`src/rtl/serial_audio_tx.sv`:
```
module serial_audio_tx #(
  parameter int HALF_DIV = 4,
  parameter int SLOT_W   = 32
) (
  input  logic              clk,
  input  logic              rst_n,
  input  logic              s_valid,
  output logic              s_ready,
  input  logic [SLOT_W-1:0] s_left,
  input  logic [SLOT_W-1:0] s_right,
  input  logic [2:0]        fmt,
  input  logic [1:0]        width_sel,
  input  logic              inv_bclk,
  input  logic              inv_frame,
  input  logic              bclk_master,
  input  logic              frame_master,
  input  logic              bclk_in,
  input  logic              lrc_in,
  output logic              bclk_o,
  output logic              bclk_oe,
  output logic              lrc_o,
  output logic              lrc_oe,
  output logic              sd_o,
  output logic              underrun
);
  localparam int FRAME = 2 * SLOT_W;
  localparam int PW    = $clog2(FRAME);
  localparam int CW    = (HALF_DIV > 1) ? $clog2(HALF_DIV) : 1;
  localparam logic [2:0] F_LJ = 3'd1, F_RJ = 3'd2, F_DSPA = 3'd3, F_DSPB = 3'd4;

  logic [CW-1:0]     div_cnt;
  logic              bclk_int, lrc_q, bs_prev, lrc_prev, buf_full;
  logic [1:0]        bsync, lsync;
  logic [PW-1:0]     pos, np, wid, ld_l, ld_r, cnt, sh_amt;
  logic [SLOT_W-1:0] sh, buf_l, buf_r, cur_l, cur_r, src_l, src_r;
  logic              tick, fr_tick, is_dsp, bs_now, ls_now, ext_start, accept;

  assign is_dsp    = (fmt == F_DSPA) || (fmt == F_DSPB);
  assign bs_now    = bsync[1] ^ inv_bclk;
  assign ls_now    = lsync[1] ^ inv_frame;
  assign ext_start = is_dsp ? (!lrc_prev && ls_now) : (lrc_prev && !ls_now);
  assign tick      = bclk_master ? (bclk_int && div_cnt == CW'(HALF_DIV - 1))
                                 : (bs_prev && !bs_now);
  assign np        = (!frame_master && ext_start) ? '0 : pos + 1'b1;
  assign fr_tick   = tick && (np == '0);
  assign accept    = s_valid && s_ready;
  assign src_l     = fr_tick ? (buf_full ? buf_l : '0) : cur_l;
  assign src_r     = fr_tick ? (buf_full ? buf_r : '0) : cur_r;
  assign sh_amt    = PW'(SLOT_W) - wid;

  always_comb begin
    case (width_sel)
      2'd0:    wid = PW'(16);
      2'd1:    wid = PW'(20);
      2'd2:    wid = PW'(24);
      default: wid = PW'(SLOT_W);
    endcase
    case (fmt)
      F_LJ:   begin ld_l = '0;                  ld_r = PW'(SLOT_W);     end
      F_RJ:   begin ld_l = PW'(SLOT_W) - wid;   ld_r = PW'(FRAME) - wid; end
      F_DSPA: begin ld_l = PW'(1);              ld_r = PW'(1) + wid;    end
      F_DSPB: begin ld_l = '0;                  ld_r = wid;             end
      default: begin ld_l = PW'(1);             ld_r = PW'(SLOT_W + 1); end
    endcase
  end

  always_ff @(posedge clk) begin
    if (!rst_n) begin
      bsync    <= '0;
      lsync    <= '0;
      bs_prev  <= 1'b0;
      lrc_prev <= ~is_dsp;
      div_cnt  <= '0;
      bclk_int <= 1'b0;
      lrc_q    <= ~is_dsp;
      pos      <= '1;
      cnt      <= '0;
      sh       <= '0;
      buf_l    <= '0;
      buf_r    <= '0;
      cur_l    <= '0;
      cur_r    <= '0;
      buf_full <= 1'b0;
      underrun <= 1'b0;
    end else begin
      bsync   <= {bsync[0], bclk_in};
      lsync   <= {lsync[0], lrc_in};
      bs_prev <= bs_now;
      if (!bclk_master) begin
        div_cnt  <= '0;
        bclk_int <= 1'b0;
      end else if (div_cnt == CW'(HALF_DIV - 1)) begin
        div_cnt  <= '0;
        bclk_int <= ~bclk_int;
      end else begin
        div_cnt <= div_cnt + 1'b1;
      end
      if (accept) begin
        buf_l <= s_left;
        buf_r <= s_right;
      end
      buf_full <= accept ? 1'b1 : (fr_tick ? 1'b0 : buf_full);
      if (tick) begin
        pos      <= np;
        lrc_prev <= ls_now;
        lrc_q    <= is_dsp ? (np == '0) : np[PW-1];
        if (fr_tick) begin
          cur_l    <= src_l;
          cur_r    <= src_r;
          underrun <= !buf_full;
        end
        if (np == ld_l) begin
          sh  <= src_l << sh_amt;
          cnt <= wid;
        end else if (np == ld_r) begin
          sh  <= src_r << sh_amt;
          cnt <= wid;
        end else if (cnt != '0) begin
          sh  <= sh << 1;
          cnt <= cnt - 1'b1;
        end
      end
    end
  end

  assign s_ready = !buf_full;
  assign sd_o    = (cnt != '0) && sh[SLOT_W-1];
  assign bclk_o  = bclk_int ^ inv_bclk;
  assign lrc_o   = lrc_q ^ inv_frame;
  assign bclk_oe = bclk_master;
  assign lrc_oe  = frame_master;
endmodule

```
`config.mk`:
```
export PLATFORM = sky130hd
export DESIGN_NAME = serial_audio_tx
export DESIGN_NICKNAME = d
export VERILOG_FILES = /design/src/rtl/serial_audio_tx.sv
export SDC_FILE = /design/constraint.sdc
export NUM_CORES = 1
export LEC_CHECK = 0
export ABC_AREA = 1
export ABC_CLOCK_PERIOD_IN_PS = 3300
export CAP_MARGIN = 30
export CORE_ASPECT_RATIO = 1.2
export CORE_MARGIN = 4
export CORE_UTILIZATION = 53
export CTS_CLUSTER_SIZE = 30
export DETAILED_ROUTE_END_ITERATION = 10
export GPL_TIMING_DRIVEN = 0
export PLACE_DENSITY = 0.82
export SLEW_MARGIN = 20
export SYNTH_ARGS = -nofsm -noshare
export SYNTH_HDL_FRONTEND = slang
export SYNTH_SLANG_ARGS = --single-unit
```
`constraint.sdc`:
```
create_clock -name clk -period 3.3 [get_ports clk]
set_input_delay 0.66 -clock clk [delete_from_list [all_inputs] [get_ports clk]]
set_output_delay 0.66 -clock clk [all_outputs]
set_load 0.01 [all_outputs]
```
# == Word-level counts from Yosys, hierarchy flattened ==
# Index checks and enable logic that the tools add are counted.
# word_totals
reg_bits,184
inputBits,78
output_inout_bits,7
word_cells,89
# op_classes
addsub,6
eq_ne,10
shift,2
mux,23
n_bitwise,8
n_reduce_logical,24
# op_table
operator,count
32-bit 2-to-1 mux,7
32-bit by 6-bit << shifter with 32-bit output,2
6-bit 2-to-1 mux,4
6-bit one-hot mux with 4 select lines,1
6-bit one-hot mux with 3 select lines,1
6-bit equality test,2
6-bit one-hot mux with 2 select lines,1
1-bit 2-to-1 mux,9
1-bit logical AND,8
"1-bit by 6-bit adder with 6-bit output, first input constant",1
"6-bit by 1-bit adder with 6-bit output, second input constant",1
"3-bit by 2-bit equality test with 1-bit output, second input constant",2
6-bit zero test,1
2-bit AND reduction,3
6-bit nonzero test,1
"1-bit by 6-bit subtractor with 6-bit output, first input constant",1
"6-bit by 1-bit subtractor with 6-bit output, second input constant",1
"6-bit subtractor, first input constant",1
1-bit zero test,5
"2-bit equality test, second input constant",2
1-bit NOT,4
1-bit XOR,4
"3-bit by 1-bit equality test with 1-bit output, second input constant",1
"3-bit equality test, second input constant",1
other kinds (9),9

# == Logic depth before layout (Yosys ltp) ==
# logic_depth
word_depth,12
mapped_depth,18
depth_no_buf,18

# == Worst setup path after synthesis ==
# Ideal clock, no wire load.
# synth_path
path_type,input to register
start,input port width_sel[0]
end,register sh[5]
setup_ns,0.109
t_arrival_ns,2.671
t_required_ns,3.191
slack_ns,0.520
stages,17
path_buffers,2
path_cell_list,inv_1 ha_1 clkbuf_1 inv_2 nor2_1 a21oi_1 xnor2_1 nand2_1 nor2_1 nand2_2 nand3b_2 nand2_2 buf_2 a21oi_1 o211ai_1 nand2_1 inv_1
# synth_via
elab_chain_cells,7
word_cells_on_any_way,17
classes_between,add/sub: 3; eq/ne: 4; shift: 2; mux: 5; reduce/logical: 3
# synth_lines
item,line_no,source
start: declaration,12,"input logic [1:0] width_sel,"
"2-bit equality test, or another cell as far along",52,case (width_sel)
6-bit one-hot mux with 3 select lines (*),52,
branches (longest 5 deep; another with 6-bit subtractor),-,
end signal: assignment,113,sh <= src_l << sh_amt;
end signal: assignment,116,sh <= src_r << sh_amt;
end signal: assignment,119,sh <= sh << 1;
end: declaration,35,"logic [SLOT_W-1:0] sh, buf_l, buf_r, cur_l, cur_r, src_l, src_r;"
# Every way passes the cells marked *.
# A chain may end at the register's enable or synchronous reset.

# == Worst setup path in the final report ==
# layout_path
start,input port fmt[0]
end,register sh[27]
# layout_via
elab_chain_cells,11
word_cells_on_any_way,23
classes_between,eq/ne: 6; shift: 2; mux: 8; reduce/logical: 7
# layout_lines
item,line_no,source
start: declaration,11,"input logic [2:0] fmt,"
3-bit by 2-bit equality test with 1-bit output / 3-bit equality test (equally long branches),"38, 58",
1-bit logical OR,38,assign is_dsp = (fmt == F_DSPA) || (fmt == F_DSPB);
1-bit 2-to-1 mux,41,assign ext_start = is_dsp ? (!lrc_prev && ls_now) : (lrc_prev && !ls_now);
1-bit logical AND,44,assign np = (!frame_master && ext_start) ? '0 : pos + 1'b1;
6-bit 2-to-1 mux,44,
6-bit zero test,45,assign fr_tick = tick && (np == '0);
1-bit logical AND,45,
32-bit 2-to-1 mux,48,assign src_r = fr_tick ? (buf_full ? buf_r : '0) : cur_r;
32-bit by 6-bit << shifter with 32-bit output,116,
32-bit 2-to-1 mux,115,end else if (np == ld_r) begin
32-bit 2-to-1 mux,112,if (np == ld_l) begin
# Parallel ways exist; a longest one is shown, timed or not.

==> impl_metrics.py <==
metrics = {
    "logic_synthesis": {
        "synthArstFlopShare_pct": 0,
        "synth_common_cells": "sky130_fd_sc_hd__nand2_1, sky130_fd_sc_hd__nand3_1, sky130_fd_sc_hd__nor2_1, sky130_fd_sc_hd__dfxtp_1, sky130_fd_sc_hd__inv_1",
        "post_synth_top_area_cell": "sky130_fd_sc_hd__dfxtp_1",
        "synthesis.area_um2": 9920,
        "synth_compound_gate_area_share_pct": 9.67,
        "dominant_combinational_cell_family_by_area_after_synthesis": "simple AND/OR/NAND/NOR gates",
        "synth_edf_count": 2,
        "synth_most_common_cell": "sky130_fd_sc_hd__nand2_1",
        "synthesis.nets": 1673,
        "average_size_of_a_mapped_cell_um2": 6.25,
        "synth_top_area_share_pct": 36.7,
        "syn_inst": 1587,
        "synthAdderAreaFrac_pct": 1.01,
        "synth_seq_cells": 184,
        "synth_flop_cell": "sky130_fd_sc_hd__dfxtp_1",
        "synth_cell_type_count": 37,
        "synthMuxAreaShare_pct": 0,
        "area_share_of_xor_xnor_cells_in_the_synthesized_design_pct": 1.32,
        "ys_top_cells_by_area": "sky130_fd_sc_hd__dfxtp_1, sky130_fd_sc_hd__nand3_1, sky130_fd_sc_hd__nand2_1",
        "post_synth_and_or_nand_nor_area_fraction_pct": 42.1,
        "ys_seq_area_share_pct": 37.3,
        "synth.yosys.warnings": 0,
    },
    "min_path": {
        "type_of_the_most_critical_hold_path": "register to register",
        "worstHoldPathCells": 2,
    },
    "finish": {
        "layout.nets": 1780,
        "register_area_um2": 3700,
        "final_area_um2": 11800,
        "antenna_cells_inserted": 0,
        "fillCellCount": 1720,
        "multi_input_gate_area_um2": 5460,
        "fraction_of_final_layout_cells_with_drive_strength_greater_than_1_pct": 6.10,
        "area_growth_syn_to_layout_pct": 19.3,
    },
    "clocking": {
        "cts.hold.buffers_added": 0,
        "cts-htree-levels": 4,
        "clock_insertion_delay_worst_skew_ns": 0.45,
        "clock_root_buffer": "sky130_fd_sc_hd__clkbuf_16",
        "ctsLongestPathBuffers": 2,
        "tritoncts": "done",
        "clock-sinks": 184,
        "cts-buffers-inserted": 17,
        "worst_setup_hold_path_clk_slew_ns": 0.08,
    },
    "floorplan": {
        "die-width_um": 133,
        "initial_utilization_pct": 54.2,
        "die_ar_um2": 21000,
        "core_area_um2": 18300,
        "die_height_um": 158,
        "pin_count": 85,
        "std_cell_rows": 54,
    },
    "critical_path": {
        "startpoint_type": "input port",
        "critical_path_peak_fanout": 10,
        "arrival_ns": 3.62,
        "critPathRequiredTime_ns": 3.64,
        "cp-end-kind": "register",
        "r2r.worst_path.cells": 13,
        "critPathKind": "input port to register",
    },
    "sta": {
        "hold_violation_count_in_the_final_report": 0,
        "finalClockSkew_ns": 0.00906,
        "timing_worst_slew_pin_value_ns": 0.822,
        "maxSlewViolCount": 0,
        "layout_min_cycle_time_ns": 3.28,
        "fin_crit_sh_pct": 99.4,
        "report.final.setup_viol": 0,
        "slew_headroom_pct": 45.2,
        "rsz_0062_raised_after_global_routing": "true",
        "fmax_mhz": 305,
    },
    "pwr": {
        "static-leakage-power_uw": 0.00514,
        "net-switching-power_uw": 2050,
        "power_report.internal_total_uw": 3800,
        "post-layout-total-power_uw": 5850,
        "power.density_cell_area_nw_per_um2": 494,
        "comb_power_share_pct": 23.5,
        "seq_power_share_pct": 41.3,
        "peak_supply_drop_mv": 0.383,
        "switching_share_of_power_pct": 35.1,
        "clockPowerShare_pct": 35.3,
    },
    "route": {
        "detail_route.drc_violations": 0,
        "drt-wirelength-per-cell_um": 19.6,
        "routed_wl_um": 38400,
        "vias": 11401,
        "starting_drc_count_in_detailed_routing": 1226,
        "antenna_nets_post_route": 0,
        "drt_pass1_iterations": 6,
        "viasPerCell": 5.82,
    },
    "global_route": {
        "grt_pass1_vias": 10440,
        "gr-total-overflow": 0,
        "grt_use_total_pct": 35.7,
        "grt_first_pass_wirelength_um": 57600,
        "pin_count_of_the_biggest_net_entering_global_routing": 20,
        "grt_antenna_before_repair": 0,
    },
    "placed_design": {
        "placement.cell_area_um2": 11100,
        "port_buffers": 84,
        "routabilityCongestion": 1.03,
        "dp_hpwl_um": 29400,
    },
    "flow_run": {
        "max_cap_violations": 0,
    },
    "run_status": {
        "status": "finished clean",
    },
}
==> placed cells by master, fill, tap and decap left out, types with 8 or more instances in the layout <==
cell type | Yosys | layout
sky130_fd_sc_hd__buf_2 | 16 | 11
sky130_fd_sc_hd__xor2_1 | 10 | 10
sky130_fd_sc_hd__nor2_1 | 279 | 275
sky130_fd_sc_hd__clkdlybuf4s50_1 | 0 | 84
sky130_fd_sc_hd__nand4_1 | 13 | 13
sky130_fd_sc_hd__dfxtp_1 | 182 | 182
sky130_fd_sc_hd__o21ai_0 | 104 | 102
sky130_fd_sc_hd__clkbuf_16 | 0 | 17
sky130_fd_sc_hd__buf_1 | 15 | 13
sky130_fd_sc_hd__nand3_1 | 299 | 291
sky130_fd_sc_hd__nand3_2 | 0 | 8
sky130_fd_sc_hd__a21oi_1 | 56 | 55
sky130_fd_sc_hd__inv_1 | 107 | 107
sky130_fd_sc_hd__clkbuf_1 | 63 | 56
sky130_fd_sc_hd__buf_4 | 7 | 13
sky130_fd_sc_hd__nand2_1 | 367 | 366
==> worst paths after layout <==
path                              start  slack [ns]                   to
hold / removal      bsync[0]$_SDFF_PN0_        0.43  bsync[1]$_SDFF_PN0_
hold reg to reg     bsync[0]$_SDFF_PN0_        0.43  bsync[1]$_SDFF_PN0_
setup reg to reg  div_cnt[0]$_SDFF_PP0_        0.36  sh[25]$_SDFFE_PN0P_
setup / recovery                 fmt[0]        0.02  sh[27]$_SDFFE_PN0P_
==> state kept, by name, indices dropped and copies added, names as in the netlist, 2 cells and up <==
signal / cells
cur_l: 32
lsync: 2
buf_l: 32
buf_r: 32
div_cnt: 2
pos: 6
cnt: 6
bsync: 2
cur_r: 32
sh: 32
==> logic make-up after synthesis <==
| kind of cell | after synthesis |
|---|---|
| buffers and inverters | 215 |
| AO/OA/AOI/OAI | 184 |
| adder cells (fa/ha/maj) | 8 |
| AND/OR/NAND/NOR | 981 |
| XOR/XNOR | 15 |
| flip-flops | 184 |
==> critical path, cell delays in order <==
cell and delay, ns:
sky130_fd_sc_hd__clkdlybuf4s50_1 0.57, sky130_fd_sc_hd__nor2_1 0.07, sky130_fd_sc_hd__nand2_1 0.09, sky130_fd_sc_hd__nand2_2 0.11, sky130_fd_sc_hd__nand2_2 0.10, sky130_fd_sc_hd__nand3_4 0.13
sky130_fd_sc_hd__o21ai_0 0.15, sky130_fd_sc_hd__nand2_1 0.21, sky130_fd_sc_hd__nor2_4 0.21, sky130_fd_sc_hd__buf_6 0.19, sky130_fd_sc_hd__nand3_1 0.16, sky130_fd_sc_hd__and2_1 0.27
sky130_fd_sc_hd__nand2_1 0.15, sky130_fd_sc_hd__nand2_1 0.10, sky130_fd_sc_hd__nand3_1 0.11, sky130_fd_sc_hd__nand2_1 0.13, sky130_fd_sc_hd__nor2_1 0.12, sky130_fd_sc_hd__a21oi_1 0.08
==> metrics by stage <==
step | setup TNS, ns | worst slack (ns) | utilization (%) | hold WS (ns) | cells
2_1_floorplan | 0 | 0.520 | - | 0.390 | 1587
3_3_place_gp | -54.68 | -1.12 | 60.5 | 0.393 | 1923
3_5_place_dp | -22.26 | -0.714 | 60.5 | 0.411 | 1923
4_1_cts | 0 | 0.0157 | 64.0 | 0.428 | 1955
5_1_grt | -0.424 | -0.0713 | 64.6 | 0.453 | 1958
6_report | 0 | 0.0201 | 64.6 | 0.427 | 1958
==> repair_timing <==
action	4_1_cts	5_1_grt
resized for setup	10	30
pin swaps	2	0
setup buffers	2	4
endpoints found under the setup margin	35	35
==> per-layer routing <==
metal	routed length, um	share of wire [%]	track usage, %
met2	17600	46	60.7
met4	2580	6.7	21.5
met3	3400	8.9	6.55
met1	14700	38	42.1
met5	0	0	0
==> layout make-up <==
cell class,instances,share of cell area [%]
buffer,99,3.76
clock buffer,17,3.60
clock inverter,14,1.33
inverter,114,3.63
multi-input combinational,1188,46.1
sequential,184,31.3
tap,252,2.66
timing repair buffer,90,7.59
==> power groups by stage <==
stage / Combinational, uW / Sequential, uW / Clock (uW)
final: 1370 / 2410 / 2060
after global routing: 1470 / 2420 / 2140
after CTS: 1300 / 2410 / 2050
after detailed placement: 1270 / 2460 / 0
after global placement: 1260 / 2460 / 0
after floorplan: 813 / 2440 / 0
Note: power is estimated with default switching activity, not from simulation.
